$ cat config.mk
export PLATFORM = sky130hd
export DESIGN_NAME = tmr_bank
export DESIGN_NICKNAME = d
export VERILOG_FILES = /design/src/rtl/tmr_pkg.sv /design/src/rtl/tmr_tick_gen.sv /design/src/rtl/tmr_channel.sv /design/src/rtl/tmr_regmux.sv /design/src/rtl/tmr_bank.sv
export SDC_FILE = /design/constraint.sdc
export NUM_CORES = 1
export LEC_CHECK = 0
export BUFFER_PORTS_ARGS = -buffer_cell sky130_fd_sc_hd__buf_2
export CAP_MARGIN = 5
export CORE_MARGIN = 10
export CORE_UTILIZATION = 35
export DETAILED_ROUTE_END_ITERATION = 12
export PLACE_DENSITY_LB_ADDON = 0.08
export SETUP_SLACK_MARGIN = 0.05
export SYNTH_ARGS = -nofsm -noshare
export SYNTH_HDL_FRONTEND = slang
export SYNTH_SLANG_ARGS = --single-unit
$ cat constraint.sdc
create_clock -name clk -period 15.5 [get_ports clk]
set_clock_uncertainty 0.05 [all_clocks]
set_input_delay 4.65 -clock clk [delete_from_list [all_inputs] [get_ports clk]]
set_output_delay 4.65 -clock clk [all_outputs]
set_load 0.02 [all_outputs]
$ cat src/rtl/tmr_pkg.sv
package tmr_pkg;

    localparam int NCH   = 4;                 // channel count
    localparam int DW    = 32;                // register width
    localparam int AW    = 9;                 // byte offset width
    localparam int CH_W  = $clog2(NCH);       // channel select width
    localparam int WIN_W = 4;                 // word-index width inside a window (0x40 bytes)

    localparam logic [WIN_W-1:0] REG_CTRL   = 4'd0;
    localparam logic [WIN_W-1:0] REG_LIMIT  = 4'd1;
    localparam logic [WIN_W-1:0] REG_COUNT  = 4'd2;
    localparam logic [WIN_W-1:0] REG_STATUS = 4'd3;
    localparam logic [WIN_W-1:0] REG_ACK    = 4'd4;

    // clock-request register sits just beyond the last channel window
    localparam int CLKREQ_WORD = NCH << WIN_W;

    typedef struct packed {
        logic ien;      // bit2
        logic single;   // bit1
        logic run;      // bit0
    } ctrl_t;

    function automatic int unsigned rate_of(input int idx);
        case (idx)
            0:       return 32'd32768;
            1:       return 32'd1000;
            default: return 32'd1000000;
        endcase
    endfunction

    function automatic int unsigned tick_div(input longint unsigned clk_hz,
                                             input longint unsigned rate_hz);
        longint unsigned q;
        q = (clk_hz + rate_hz / 2) / rate_hz;
        return (q == 0) ? 32'd1 : 32'(q);
    endfunction

endpackage

$ cat src/rtl/tmr_tick_gen.sv
module tmr_tick_gen #(
    parameter int unsigned DIV = 4
) (
    input  logic clk,
    input  logic rst_n,
    input  logic en,
    output logic tick
);
    localparam int CW = (DIV > 1) ? $clog2(DIV) : 1;
    localparam logic [CW-1:0] LAST = CW'(DIV - 1);

    typedef struct packed {
        logic [CW-1:0] cnt;
    } tg_state_t;

    tg_state_t s_d, s_q;

    always_comb begin
        s_d  = s_q;
        tick = en && (s_q.cnt == LAST);
        if (!en) begin
            s_d.cnt = '0;
        end else if (s_q.cnt == LAST) begin
            s_d.cnt = '0;
        end else begin
            s_d.cnt = s_q.cnt + CW'(1);
        end
    end

    always_ff @(posedge clk) begin
        if (!rst_n) begin
            s_q <= '0;
        end else begin
            s_q <= s_d;
        end
    end

endmodule

$ cat src/rtl/tmr_channel.sv
module tmr_channel
    import tmr_pkg::*;
(
    input  logic          clk,
    input  logic          rst_n,
    input  logic          tick,
    input  logic          wr_ctrl,
    input  logic          wr_limit,
    input  logic          wr_ack,
    input  logic [DW-1:0] wdata,
    output logic [2:0]    ctrl,
    output logic [DW-1:0] limit,
    output logic [DW-1:0] count,
    output logic          pending,
    output logic          irq
);
    typedef struct packed {
        ctrl_t         ctrl;
        logic [DW-1:0] limit;
        logic [DW-1:0] count;
        logic          pend;
    } ch_state_t;

    ch_state_t s_d, s_q;
    logic      step;
    logic      expire;

    always_comb begin
        step   = s_q.ctrl.run && tick;
        expire = step && (s_q.count == s_q.limit);
        s_d    = s_q;

        // counting: terminal match wraps and flags
        if (step) begin
            if (expire) begin
                s_d.count = '0;
                s_d.pend  = 1'b1;
                if (s_q.ctrl.single) begin
                    s_d.ctrl.run = 1'b0;
                end
            end else begin
                s_d.count = s_q.count + DW'(1);
            end
        end

        // bus writes override the counting result, except pending on expiry
        if (wr_limit) begin
            s_d.limit = wdata;
        end
        if (wr_ctrl) begin
            s_d.ctrl = ctrl_t'(wdata[2:0]);
        end
        if (wr_ack) begin
            if (wdata[1]) begin
                s_d.count = '0;
            end
            if (wdata[0] && !expire) begin
                s_d.pend = 1'b0;
            end
        end
    end

    always_ff @(posedge clk) begin
        if (!rst_n) begin
            s_q <= '0;
        end else begin
            s_q <= s_d;
        end
    end

    assign ctrl    = s_q.ctrl;
    assign limit   = s_q.limit;
    assign count   = s_q.count;
    assign pending = s_q.pend;
    assign irq     = s_q.pend & s_q.ctrl.ien;

endmodule

$ cat src/rtl/tmr_regmux.sv
module tmr_regmux
    import tmr_pkg::*;
(
    input  logic                     bus_valid,
    input  logic                     bus_write,
    input  logic [AW-1:2]            bus_addr,
    input  logic [NCH-1:0][2:0]      ch_ctrl,
    input  logic [NCH-1:0][DW-1:0]   ch_limit,
    input  logic [NCH-1:0][DW-1:0]   ch_count,
    input  logic [NCH-1:0]           ch_pend,
    input  logic                     clk_req,
    output logic [NCH-1:0]           wr_ctrl,
    output logic [NCH-1:0]           wr_limit,
    output logic [NCH-1:0]           wr_ack,
    output logic                     wr_clkreq,
    output logic [DW-1:0]            rdata
);
    logic             in_chan;
    logic             is_clkreq;
    logic [CH_W-1:0]  sel;
    logic [WIN_W-1:0] ix;
    logic             do_wr;
    logic             do_rd;

    always_comb begin
        in_chan   = !bus_addr[AW-1];
        is_clkreq = (bus_addr == (AW-2)'(CLKREQ_WORD));
        sel       = bus_addr[WIN_W+CH_W+1:WIN_W+2];
        ix        = bus_addr[WIN_W+1:2];
        do_wr     = bus_valid && bus_write;
        do_rd     = bus_valid && !bus_write;

        for (int i = 0; i < NCH; i++) begin
            wr_ctrl[i]  = do_wr && in_chan && (sel == CH_W'(i)) && (ix == REG_CTRL);
            wr_limit[i] = do_wr && in_chan && (sel == CH_W'(i)) && (ix == REG_LIMIT);
            wr_ack[i]   = do_wr && in_chan && (sel == CH_W'(i)) && (ix == REG_ACK);
        end
        wr_clkreq = do_wr && is_clkreq;

        rdata = '0;
        if (do_rd) begin
            if (in_chan) begin
                case (ix)
                    REG_CTRL:   rdata = {{(DW-3){1'b0}}, ch_ctrl[sel]};
                    REG_LIMIT:  rdata = ch_limit[sel];
                    REG_COUNT:  rdata = ch_count[sel];
                    REG_STATUS: rdata = {{(DW-2){1'b0}}, ch_ctrl[sel][0], ch_pend[sel]};
                    default:    rdata = '0;
                endcase
            end else if (is_clkreq) begin
                rdata = {{(DW-1){1'b0}}, clk_req};
            end
        end
    end

endmodule

$ cat src/rtl/tmr_bank.sv
module tmr_bank
    import tmr_pkg::*;
#(
    parameter int unsigned CLK_HZ = 125_000_000
) (
    input  logic            clk,
    input  logic            rst_n,
    input  logic            bus_valid,
    input  logic            bus_write,
    input  logic [AW-1:2]   bus_addr,
    input  logic [DW-1:0]   bus_wdata,
    output logic [DW-1:0]   bus_rdata,
    output logic [NCH-1:0]  irq
);
    typedef struct packed {
        logic clk_req;
    } top_state_t;

    top_state_t s_d, s_q;

    logic                   clk_req_q;
    logic                   wr_clkreq;
    logic [NCH-1:0]         tick;
    logic [NCH-1:0]         wr_ctrl;
    logic [NCH-1:0]         wr_limit;
    logic [NCH-1:0]         wr_ack;
    logic [NCH-1:0][2:0]    ch_ctrl;
    logic [NCH-1:0][DW-1:0] ch_limit;
    logic [NCH-1:0][DW-1:0] ch_cnt;
    logic [NCH-1:0]         ch_pend;
    logic [NCH-1:0]         ch_run;

    always_comb begin
        s_d = s_q;
        if (wr_clkreq) begin
            s_d.clk_req = bus_wdata[0];
        end
    end

    always_ff @(posedge clk) begin
        if (!rst_n) begin
            s_q <= '0;
        end else begin
            s_q <= s_d;
        end
    end

    assign clk_req_q = s_q.clk_req;

    tmr_regmux u_mux (
        .bus_valid (bus_valid),
        .bus_write (bus_write),
        .bus_addr  (bus_addr),
        .ch_ctrl   (ch_ctrl),
        .ch_limit  (ch_limit),
        .ch_count  (ch_cnt),
        .ch_pend   (ch_pend),
        .clk_req   (clk_req_q),
        .wr_ctrl   (wr_ctrl),
        .wr_limit  (wr_limit),
        .wr_ack    (wr_ack),
        .wr_clkreq (wr_clkreq),
        .rdata     (bus_rdata)
    );

    for (genvar i = 0; i < NCH; i++) begin : g_ch
        tmr_tick_gen #(
            .DIV (tick_div(CLK_HZ, rate_of(i)))
        ) u_tick (
            .clk   (clk),
            .rst_n (rst_n),
            .en    (clk_req_q),
            .tick  (tick[i])
        );

        tmr_channel u_chan (
            .clk      (clk),
            .rst_n    (rst_n),
            .tick     (tick[i]),
            .wr_ctrl  (wr_ctrl[i]),
            .wr_limit (wr_limit[i]),
            .wr_ack   (wr_ack[i]),
            .wdata    (bus_wdata),
            .ctrl     (ch_ctrl[i]),
            .limit    (ch_limit[i]),
            .count    (ch_cnt[i]),
            .pending  (ch_pend[i]),
            .irq      (irq[i])
        );

        assign ch_run[i] = ch_ctrl[i][0];
    end

endmodule

# Yosys cells after proc, flatten, opt, wreduce, memory -nomap -nowiden
# Cells that the tools add are included.
[classes] n_addsub=8 n_lt_le_gt_ge=1 eq_ne=16 mux=52 n_bitwise=6 reduce_logical=64
[ops] cell="$mux W32" count=12
[ops] cell="$mux W33" count=8
[ops] cell="$add A32 B1 Y32 const B" count=4
[ops] cell="$bmux W32 S2" count=2
[ops] cell="$eq A32 B32 Y1" count=4
[ops] cell="$pmux W32 S4" count=1
[ops] cell="$logic_and A1 B1 Y1" count=36
[ops] cell="$mux W1" count=26
[ops] cell="$reduce_bool A2 Y1" count=12
[ops] cell="$eq A7 B7 Y1 const B" count=3
[ops] cell="$add A17 B1 Y17 const B" count=1
[ops] cell="$eq A17 B17 Y1 const B" count=1
[ops] cell="$add A7 B1 Y7 const B" count=2
[ops] cell="$add A12 B1 Y12 const B" count=1
[ops] cell="$eq A12 B12 Y1 const B" count=1
[ops] cell="$reduce_and A3 Y1" count=4
[ops] cell="$reduce_or A3 Y1" count=4
[ops] cell="$eq A4 B2 Y1 const B" count=2
[ops] cell="$bmux W3 S2" count=1
[ops] cell="$logic_not A1 Y1" count=6
[ops] cell="$and A1 B1 Y1" count=4
[ops] cell="$eq A2 B2 Y1 const B" count=2
[ops] cell="$eq A4 B1 Y1 const B" count=1
[ops] cell="$eq A4 B3 Y1 const B" count=1
[ops] cell="other kinds (7)" count=8
[totals] ff_bits=316 inputBits=43 output_inout_bits=36 wordCells=176

# Longest topological paths before layout
# Gate-level depths: netlist (run 1).
[logic_depth] word_depth=8 depth_mapped=9 mapped_depth_nobuf=7

# Hierarchy
# From an unflattened synthesis (run 1), not the netlist that was laid out.
[hier_totals] hier_cells=1774 area_unflattened_um2=18067.3
[by_module_without_submodules] mod="tmr_channel" instances=4 cells_per_inst=336 area_each_um2=3425.8 seq_area_each_um2=1361.3
[by_module_without_submodules] mod="tmr_regmux" instances=1 cells_per_inst=194 area_each_um2=2269.7 seq_area_each_um2=0.0
[by_module_without_submodules] mod="tmr_tick_gen (g_ch[1].u_tick)" instances=1 cells_per_inst=90 area_each_um2=828.3 seq_area_each_um2=340.3
[by_module_without_submodules] mod="tmr_tick_gen (g_ch[2].u_tick ...)" instances=2 cells_per_inst=36 area_each_um2=319.1 seq_area_each_um2=140.1
[by_module_without_submodules] mod="tmr_tick_gen (g_ch[0].u_tick)" instances=1 cells_per_inst=71 area_each_um2=591.8 seq_area_each_um2=240.2
[by_module_without_submodules] mod="tmr_bank" instances=1 cells_per_inst=3 area_each_um2=36.3 seq_area_each_um2=20.0

# Worst setup path after synthesis (run 1)
# Ideal clock, no wire load.
[synth_path] kind="in2out" from="in bus_addr[6] (netlist name)" to="out bus_rdata[1]" arrival_time_ns=6.872 t_required_ns=10.800 path_slack_ns=3.928 cell_stages=8 path_buffers=3 cell_sequence="clkbuf_1 > clkbuf_1 > buf_1 > mux4_2 > a22oi_1 > nor3_1 > a221oi_1 > nor2_1"
[synth_via] elab_chain_cells=5 word_cells_on_any_way=9 classes_between="mux: 9"
[synth_lines] element="start, declared" line="tmr_bank.sv:10" rtl="input logic [AW-1:2] bus_addr,"
[synth_lines] element="$bmux W3 S2, or another cell as far along" line="tmr_regmux.sv:44, tmr_regmux.sv:47"
[synth_lines] element="$mux W3 (implied by the code), or another cell as far along" line="tmr_regmux.sv:44" rtl="REG_CTRL: rdata = {{(DW-3){1'b0}}, ch_ctrl[sel]};"
[synth_lines] element="$pmux W32 S4 *" line="tmr_regmux.sv:43" rtl="case (ix)"
[synth_lines] element="$mux W32 *" line="tmr_regmux.sv:42" rtl="if (in_chan) begin"
[synth_lines] element="$mux W32 *" line="tmr_regmux.sv:41" rtl="if (do_rd) begin"
[synth_lines] element="end, declared" line="tmr_bank.sv:12" rtl="output logic [DW-1:0] bus_rdata,"
# Every way passes the cells marked *; elsewhere a longest branch is shown, timed or not. The select of a mux whose other input is x is not followed.

# Final worst setup path (run 1)
[layout_path] from="in bus_addr[6] (netlist name)" to="out bus_rdata[0]"
[layout_via] elab_chain_cells=5 word_cells_on_any_way=13 classes_between="eq/ne: 1; mux: 12"
[layout_lines] element="$bmux W1 S2, or another cell as far along" line="tmr_regmux.sv:47" rtl="REG_STATUS: rdata = {{(DW-2){1'b0}}, ch_ctrl[sel][0], ch_pend[sel]};"
[layout_lines] element="$mux W1 (implied by the code), or another cell as far along" line="tmr_regmux.sv:47"
[layout_lines] element="$pmux W32 S4" line="tmr_regmux.sv:43"
[layout_lines] element="$mux W32 *" line="tmr_regmux.sv:42"
[layout_lines] element="$mux W32 *" line="tmr_regmux.sv:41"
# Marks and branches as above.

==> run summary, run 1 <==
status = finished, final reports clean
drt drc = 0
share of cells above drive strength 1 = 13.1%
cell types with the highest counts after synthesis = dfxtp_1 (316), nand2_1 (271), xor2_1 (184)
Yosys reg bits = 316
top_reg_cell synth = dfxtp_1
insertion delay to the later sink of the worst-skew pair = 0.56 ns
drt first pass iters = 5
largest net degree at the start of global routing = 82
setup violators final = 0
Max Cap Violations = 0
final core utilization = 39.9%
dpl ws = 3.51 ns
Vias/cell = 5.73
initial antenna violation count = 0
vias = 15180
Final min period = 11.93 ns
Cell Rows = 81
synth unique cells = 61
Num CTS Buffers = 40
CTS tree = done
crit path DAT = 7.23 ns
vias in the first global route = 14495
Worst Hold Class = reg -> reg
CTS sink count = 316
first-pass GRT wire length = 100000 um
Finished Layout Cells = 2648
I/O Pins = 79
Post-Synthesis Cells = 1952
CP most frequent cell = buf_4
Post-synth ARST share = 0%
crit-path max FO = 43
Layout Nets = 2011
Yosys warnings = 0
VDD IR max = 51.5 uV
WL per Instance = 25.6 um
die width = 243 um
CP peak stage delay = 0.71 ns
delay-heaviest family, CP = buffers and inverters
Final Hold Fails = 0
clk slew on worst S/H paths = 0.06 ns
Initial DRC Count = 1286
post-CTS setup buffers = 0
Starting Density = 35.4%
fmax = 0.0838 GHz
Placed Cells = 2579
Synthesized Nets = 2006
type of the worst setup path = in -> out
RSZ-0062 raised after global routing = no
PortBufs = 78
Fillers = 4963
Post-CTS Resized = 0
final worst slack = 3.57 ns
Die Y = 243 um
final WL = 67700 um
P per Cell Area = 93.0 mW/mm^2
die area = 0.0589 mm^2
CP Buf/Inv Count = 3
post-synth top area cell = dfxtp_1
footprint of the multi-input gates = 0.0104 mm^2
P_leak = 6.93 nW
Final HPWL DP = 49400 um
Data required, critical path = 10.80 ns
mean cell area of the mapped netlist = 8.89 um^2
Total Neg Setup Slack = 0 ns
Layout area overhead = 12.6%
GRT Overall Usage = 22.4%
Max Slew Vio Count = 0
Final period util = 77.0%
number of flops mapped to enable cells by yosys = 0
routability cong. = 0.936
post-synth top area share = 36.5%
Post-Syn Area = 0.0173 mm^2
Max stage delay cell, worst path = buf_4
register area = 0.00633 mm^2
CTS root buf = clkbuf_16
Cell Chain, Critical Path = buf_4, buf_4, mux4_2, a22o_1, o21ai_0, a21oi_1, buf_2
GR Overflow Total = 0
top cells by area, synth = dfxtp_1 (36%), xor2_1 (9.3%), mux4_2 (8.7%)
CP startpoint kind = input port
cts hold-fix bufs = 0
register area share after synthesis = 36.5%
CP Capture Type = output pin
ANT nets after route = 0
slew margin rel. = 16.0%
Least-Margin Pin Slew = 1.25 ns
count leader, synth = dfxtp_1
H-tree depth = 2
Max Root-Sink Buffers = 3
Core Region = 0.0490 mm^2
==> metrics by stage <==
step                hold WS (ns)  cell area (um^2)  power, mW
floorplan                  0.368             17300      0.868
global placement           0.381             18300      0.892
detailed placement         0.387             18300      0.893
CTS                        0.403             19500       1.83
global route               0.416             19500       1.87
finish                     0.396             19500       1.82
==> sequential cells by signal, indices dropped and copies added (netlist names) <==
| register | flops |
|---|---|
| g_ch.u_tick.s_q | 43 |
| g_ch.u_chan.limit | 128 |
| clk_req_q | 1 |
| g_ch.u_chan.pending | 4 |
| g_ch.u_chan.count | 128 |
| g_ch.u_chan.ctrl | 12 |
==> final timing paths <==
check                                         from                                 end  slack (ns)  depth (start not counted)
setup / recovery                       bus_addr[6]                        bus_rdata[0]        3.57                          7
hold / removal    g_ch[1].u_tick.s_q[0]$_SDFF_PP0_    g_ch[1].u_tick.s_q[0]$_SDFF_PP0_        0.40                          1
setup reg to reg  g_ch[0].u_tick.s_q[2]$_SDFF_PP0_  g_ch[0].u_chan.count[9]$_SDFF_PN0_       12.02                          6
hold reg to reg   g_ch[1].u_tick.s_q[0]$_SDFF_PP0_    g_ch[1].u_tick.s_q[0]$_SDFF_PP0_        0.40                          1
==> worst register-to-register path, cell delays in order (launching register included) <==
cell and delay (ns):
dfxtp_1 0.41, or3b_2 0.46, nor4_1 0.61, nand3_1 0.26
nor3_2 0.99, buf_4 0.45, nor3_1 0.12
==> area by class of cell <==
type	instances	share of cell area, %
antenna	2	0.0256
clock buffer	56	5.85
clock inverter	11	0.692
inverter	29	0.557
multi-input combinational	1465	53.2
sequential	316	32.4
tap	664	4.25
timing repair buffer	105	3.07
==> routing by layer <==
metal,GRT usage (%),routed length [um]
met5,0,0
met4,8.44,2440
met3,3.00,3630
met2,36.6,31700
met1,29.6,29900
==> cells by family after synthesis <==
kind of cell	after synthesis	synth area share (%)
AO/OA/AOI/OAI	259	10.7
adder cells (fa/ha/maj)	11	0.793
XOR/XNOR	238	12.0
multiplexers	106	11.0
AND/OR/NAND/NOR	851	24.8
buffers and inverters	171	4.12
flip-flops	316	36.5
==> cell usage in the layout, fill, tap and decap left out, types with 54 or more instances in the layout <==
master and n:
nor2_1 100, nand2_1 271, nor4_1 64, nand4_1 64
nor3_1 104, a21boi_0 100, xor2_1 184, xnor2_1 54
nand3_1 61, dfxtp_1 316, mux4_2 67, buf_2 75
==> power by group <==
part	switching, mW	internal [mW]
clock network	0.381	0.561
registers	0.00227	0.813
logic	0.0390	0.0204
Note: power is estimated with default switching activity, not from simulation.
==> inputs of run 2 (changes only) <==
==> constraint.sdc (replaced) <==
create_clock -name clk -period 9.6 [get_ports clk]
set_clock_uncertainty 0.05 [all_clocks]
set_input_delay 2.88 -clock clk [delete_from_list [all_inputs] [get_ports clk]]
set_output_delay 2.88 -clock clk [all_outputs]
set_load 0.02 [all_outputs]
==> run 2 against run 1 <==
Against the previous run: sequential share of layout area barely moved; clock power rose by 60%; die area did not move; critical path depth fell by 1; utilization barely moved; worst hold slack improved by 0.013 ns.
==> run summary, run 2 (synthesis results as in run 1) <==
status = finished, final reports clean
hold slack = 0.409 ns
first-pass GRT wire length = 99000 um
slew margin rel. = 19.0%
Max Slew Vio Count = 0
Cell Rows = 81
share of cells above drive strength 1 = 13.0%
most frequent cells in the layout = dfxtp_1 (316), nand2_1 (271), xor2_1 (184)
GRT Overall Usage = 22.2%
CTS tree = done
Final min period = 8.13 ns
Max Cap Violations = 0
initial antenna violation count = 0
H-tree depth = 2
cts hold-fix bufs = 0
CP Capture Type = output pin
Core Region = 0.0490 mm^2
P per Cell Area = 150 mW/mm^2
Cell Chain, Critical Path = buf_4, buf_4, mux4_2, a22oi_1, nor2_1, buf_2
fmax = 0.123 GHz
vias = 15119
ANT nets after route = 0
Post-CTS Resized = 0
final core utilization = 39.9%
Worst Hold Class = reg -> reg
CP startpoint kind = input port
P_leak = 6.93 nW
crit-path max FO = 54
final WL = 67000 um
Final HPWL DP = 48700 um
Starting Density = 35.4%
Finished Layout Cells = 2645
largest net degree at the start of global routing = 87
CP Buf/Inv Count = 3
Fillers = 4863
Die Y = 243 um
CTS root buf = clkbuf_16
CTS sink count = 316
vias in the first global route = 14395
setup violators final = 0
I/O Pins = 79
Initial DRC Count = 1252
die width = 243 um
Final period util = 84.7%
Num CTS Buffers = 40
GR Overflow Total = 0
VDD IR max = 107 uV
PortBufs = 78
Least-Margin Pin Slew = 1.20 ns
WL per Instance = 25.3 um
Max Root-Sink Buffers = 3
CP most frequent cell = buf_4
Max stage delay cell, worst path = buf_4
Final Hold Fails = 0
type of the worst setup path = in -> out
Total Neg Setup Slack = 0 ns
die area = 0.0589 mm^2
drt drc = 0
post-CTS setup buffers = 0
clk slew on worst S/H paths = 0.05 ns
Placed Cells = 2577
most common cell after layout, fill and taps aside = dfxtp_1
RSZ-0062 raised after global routing = no
delay-heaviest family, CP = buffers and inverters
Data required, critical path = 6.67 ns
Layout Nets = 2009
CP peak stage delay = 0.70 ns
Layout area overhead = 12.7%
Ant. Diodes = 0
routability cong. = 0.944
drt first pass iters = 5
insertion delay to the later sink of the worst-skew pair = 0.57 ns
crit path DAT = 5.20 ns
Vias/cell = 5.72
==> run 2: worst paths after layout <==
kind | slack, ns | from | depth (start not counted) | to
setup / recovery | 1.47 | bus_addr[6] | 6 | bus_rdata[8]
hold / removal | 0.41 | g_ch[3].u_tick.s_q[0]$_SDFF_PP0_ | 1 | g_ch[3].u_tick.s_q[0]$_SDFF_PP0_
setup reg to reg | 6.18 | g_ch[1].u_tick.s_q[14]$_SDFF_PP0_ | 5 | g_ch[1].u_chan.ctrl[0]$_SDFFE_PN0P_
hold reg to reg | 0.41 | g_ch[3].u_tick.s_q[0]$_SDFF_PP0_ | 1 | g_ch[3].u_tick.s_q[0]$_SDFF_PP0_
==> run 2: where the power goes <==
part           switching (mW)  internal (mW)
logic                  0.0621         0.0330
registers             0.00380           1.31
clock network           0.596          0.917
==> run 2: per-layer routing <==
layer  GRT usage [%]  vias to the layer above  share of wire [%]
li1                -                     7022                  -
met1            29.3                     7453                 44
met2            35.6                      513                 46
met3            3.31                      131                6.0
met4            9.02                        0                3.9
met5               0                        -                  0
==> run 2: final cells by class <==
type / count / area [um^2] / area share [%]
multi-input combinational: 1465 / 10400 / 53.2
timing repair buffer: 103 / 593 / 3.03
inverter: 29 / 109 / 0.557
clock inverter: 6 / 80.1 / 0.410
tap: 664 / 831 / 4.25
sequential: 316 / 6330 / 32.4
clock buffer: 62 / 1210 / 6.22
==> run 2: worst reg2reg max path: cells and delay by family, from the launching register on <==
kind,cells,cell delay [ns]
and+or+nand+nor,4,2.52
DFF,1,0.36
AOI/OAI and AO/OA,1,0.30
==> run 2: per-stage QoR <==
step,instance area [um^2],power (mW),setup slack (ns)
6_report,19500,2.92,1.47
5_1_grt,19500,3.01,1.23
4_1_cts,19500,2.96,1.37
3_5_place_dp,18300,1.44,1.37
3_3_place_gp,18200,1.44,1.41
2_1_floorplan,17300,1.40,1.57
==> inputs of run 3 (changes only) <==
==> constraint.sdc (replaced) <==
create_clock -name clk -period 8 [get_ports clk]
set_clock_uncertainty 0.05 [all_clocks]
set_input_delay 2.4 -clock clk [delete_from_list [all_inputs] [get_ports clk]]
set_output_delay 2.4 -clock clk [all_outputs]
set_load 0.02 [all_outputs]
==> run 3 against run 2 <==
Against the previous run: worst hold slack worse by 0.013 ns; setup slack worse by 0.52 ns; utilization is 0.11 points higher; final cell count is 0.30% higher; clock power is 21% higher; total power is 20% higher.
==> run summary, run 3 (synthesis results as in run 1) <==
Final HPWL DP = 49600 um
first-pass GRT wire length = 99500 um
Total Neg Setup Slack = 0 ns
logic gate share of total power = 3.3%
fmax = 0.142 GHz
I/O Pins = 79
die area = 0.0589 mm^2
P_leak = 6.96 nW
Max Root-Sink Buffers = 3
Sequential Power Share = 44.9%
Vias/cell = 5.72
Data required, critical path = 5.55 ns
Num CTS Buffers = 40
Post-CTS Resized = 0
Cell Rows = 81
Hold Crit Start = g_ch[1].u_tick.s_q[0]$_SDFF_PP0_
Min-Delay Endpoint = g_ch[1].u_tick.s_q[0]$_SDFF_PP0_
clk slew on worst S/H paths = 0.06 ns
switching share of power = 22.9%
FF-to-FF Start = g_ch[0].u_tick.s_q[7]$_SDFF_PP0_
final core utilization = 40.0%
P_sw = 805 uW
drt first pass iters = 5
final WL = 67600 um
die width = 243 um
status = finished, final reports clean
RSZ-0062 raised after global routing = no
Ant. Diodes = 0
Core Region = 0.0490 mm^2
Least-Margin Pin Slew = 1.37 ns
initial antenna violation count = 0
hold depth = 1
total power = 3.52 mW
Final period util = 88.1%
largest net degree at the start of global routing = 78
dpl ws = 0.884 ns
CP startpoint kind = input port
Max Slew Vio Count = 0
H-tree depth = 2
drt drc = 0
setup violators final = 0
CTS root buf = clkbuf_16
most frequent cells in the layout = dfxtp_1 (316), nand2_1 (271), xor2_1 (184)
cell internal pwr = 2.72 mW
Worst Hold Class = reg -> reg
crit-path max FO = 54
cts hold-fix bufs = 0
WL per Instance = 25.5 um
Max Cap Violations = 0
r2r endpoint = g_ch[0].u_chan.count[30]$_SDFF_PN0_
Final min period = 7.05 ns
Fillers = 4952
vias = 15178
final worst slack = 0.952 ns
reg2reg setup slack = 4.50 ns
VDD IR max = 110 uV
Starting Density = 35.4%
GRT Overall Usage = 22.3%
crit path DAT = 4.60 ns
most common cell after layout, fill and taps aside = dfxtp_1
share of cells above drive strength 1 = 13.2%
type of the worst setup path = in -> out
Initial DRC Count = 1456
CTS tree = done
ANT nets after route = 0
P per Cell Area = 180 mW/mm^2
GR Overflow Total = 0
vias in the first global route = 14417
hold slack = 0.396 ns
routability cong. = 0.962
slew margin rel. = 8.08%
R2R cell count = 5
Clock power frac = 51.8%
post-CTS setup buffers = 0
Final Hold Fails = 0
PortBufs = 78
Layout area overhead = 13.0%
Die Y = 243 um
insertion delay to the later sink of the worst-skew pair = 0.57 ns
CTS sink count = 316
Layout Nets = 2016
CP Capture Type = output pin
==> run 3: cell count changes in the layout (fill, tap and decap cells not counted), sizes merged <==
cell | before | now
buf | 103 | 110
bufinv | 2 | 3
==> run 3: area by class of cell <==
cell class | count | area [um^2] | area share [%]
Sequential cell | 316 | 6330 | 32.3
Clock buffer | 62 | 1170 | 5.99
Multi-Input combinational cell | 1465 | 10400 | 53.0
Inverter | 29 | 109 | 0.555
Timing Repair Buffer | 110 | 658 | 3.36
Tap cell | 664 | 831 | 4.24
Clock inverter | 7 | 110 | 0.562
==> run 3: per-layer routing <==
layer	routed length, um	global-route usage [%]
met5	0	0
met1	29700	29.2
met4	2190	7.63
met3	4230	3.91
met2	31400	36.3
==> run 3: worst max path at each step <==
stage	slack (ns)	to	from	cells after the start
2_1_floorplan	0.93	bus_rdata[1]	bus_addr[6]	8
3_3_place_gp	0.96	bus_rdata[15]	bus_addr[6]	6
3_5_place_dp	0.88	bus_rdata[7]	bus_addr[6]	6
4_1_cts	0.91	bus_rdata[7]	bus_addr[6]	6
5_1_grt	0.77	bus_rdata[7]	bus_addr[6]	6
6_report	0.95	bus_rdata[11]	bus_addr[6]	6
==> run 3: power groups by stage <==
stage          combinational [mW]  sequential [mW]  clock, mW
2_1_floorplan              0.0688             1.61          0
3_3_place_gp                0.114             1.61          0
3_5_place_dp                0.116             1.61          0
4_1_cts                     0.116             1.58       1.86
5_1_grt                     0.123             1.58       1.92
6_report                    0.115             1.58       1.83
==> run 3: per-stage QoR <==
stage               std cells  cell area, um^2
floorplan                1952            17300
global placement         2583            18300
detailed placement       2584            18300
CTS                      2653            19600
global route             2653            19600
finish                   2653            19600
==> run 3: worst max-delay path, cell delays in order <==
cell and delay [ns]:
buf_4 0.75, buf_4 0.38, mux4_2 0.52, a22oi_1 0.21
nor2_1 0.09, buf_2 0.19
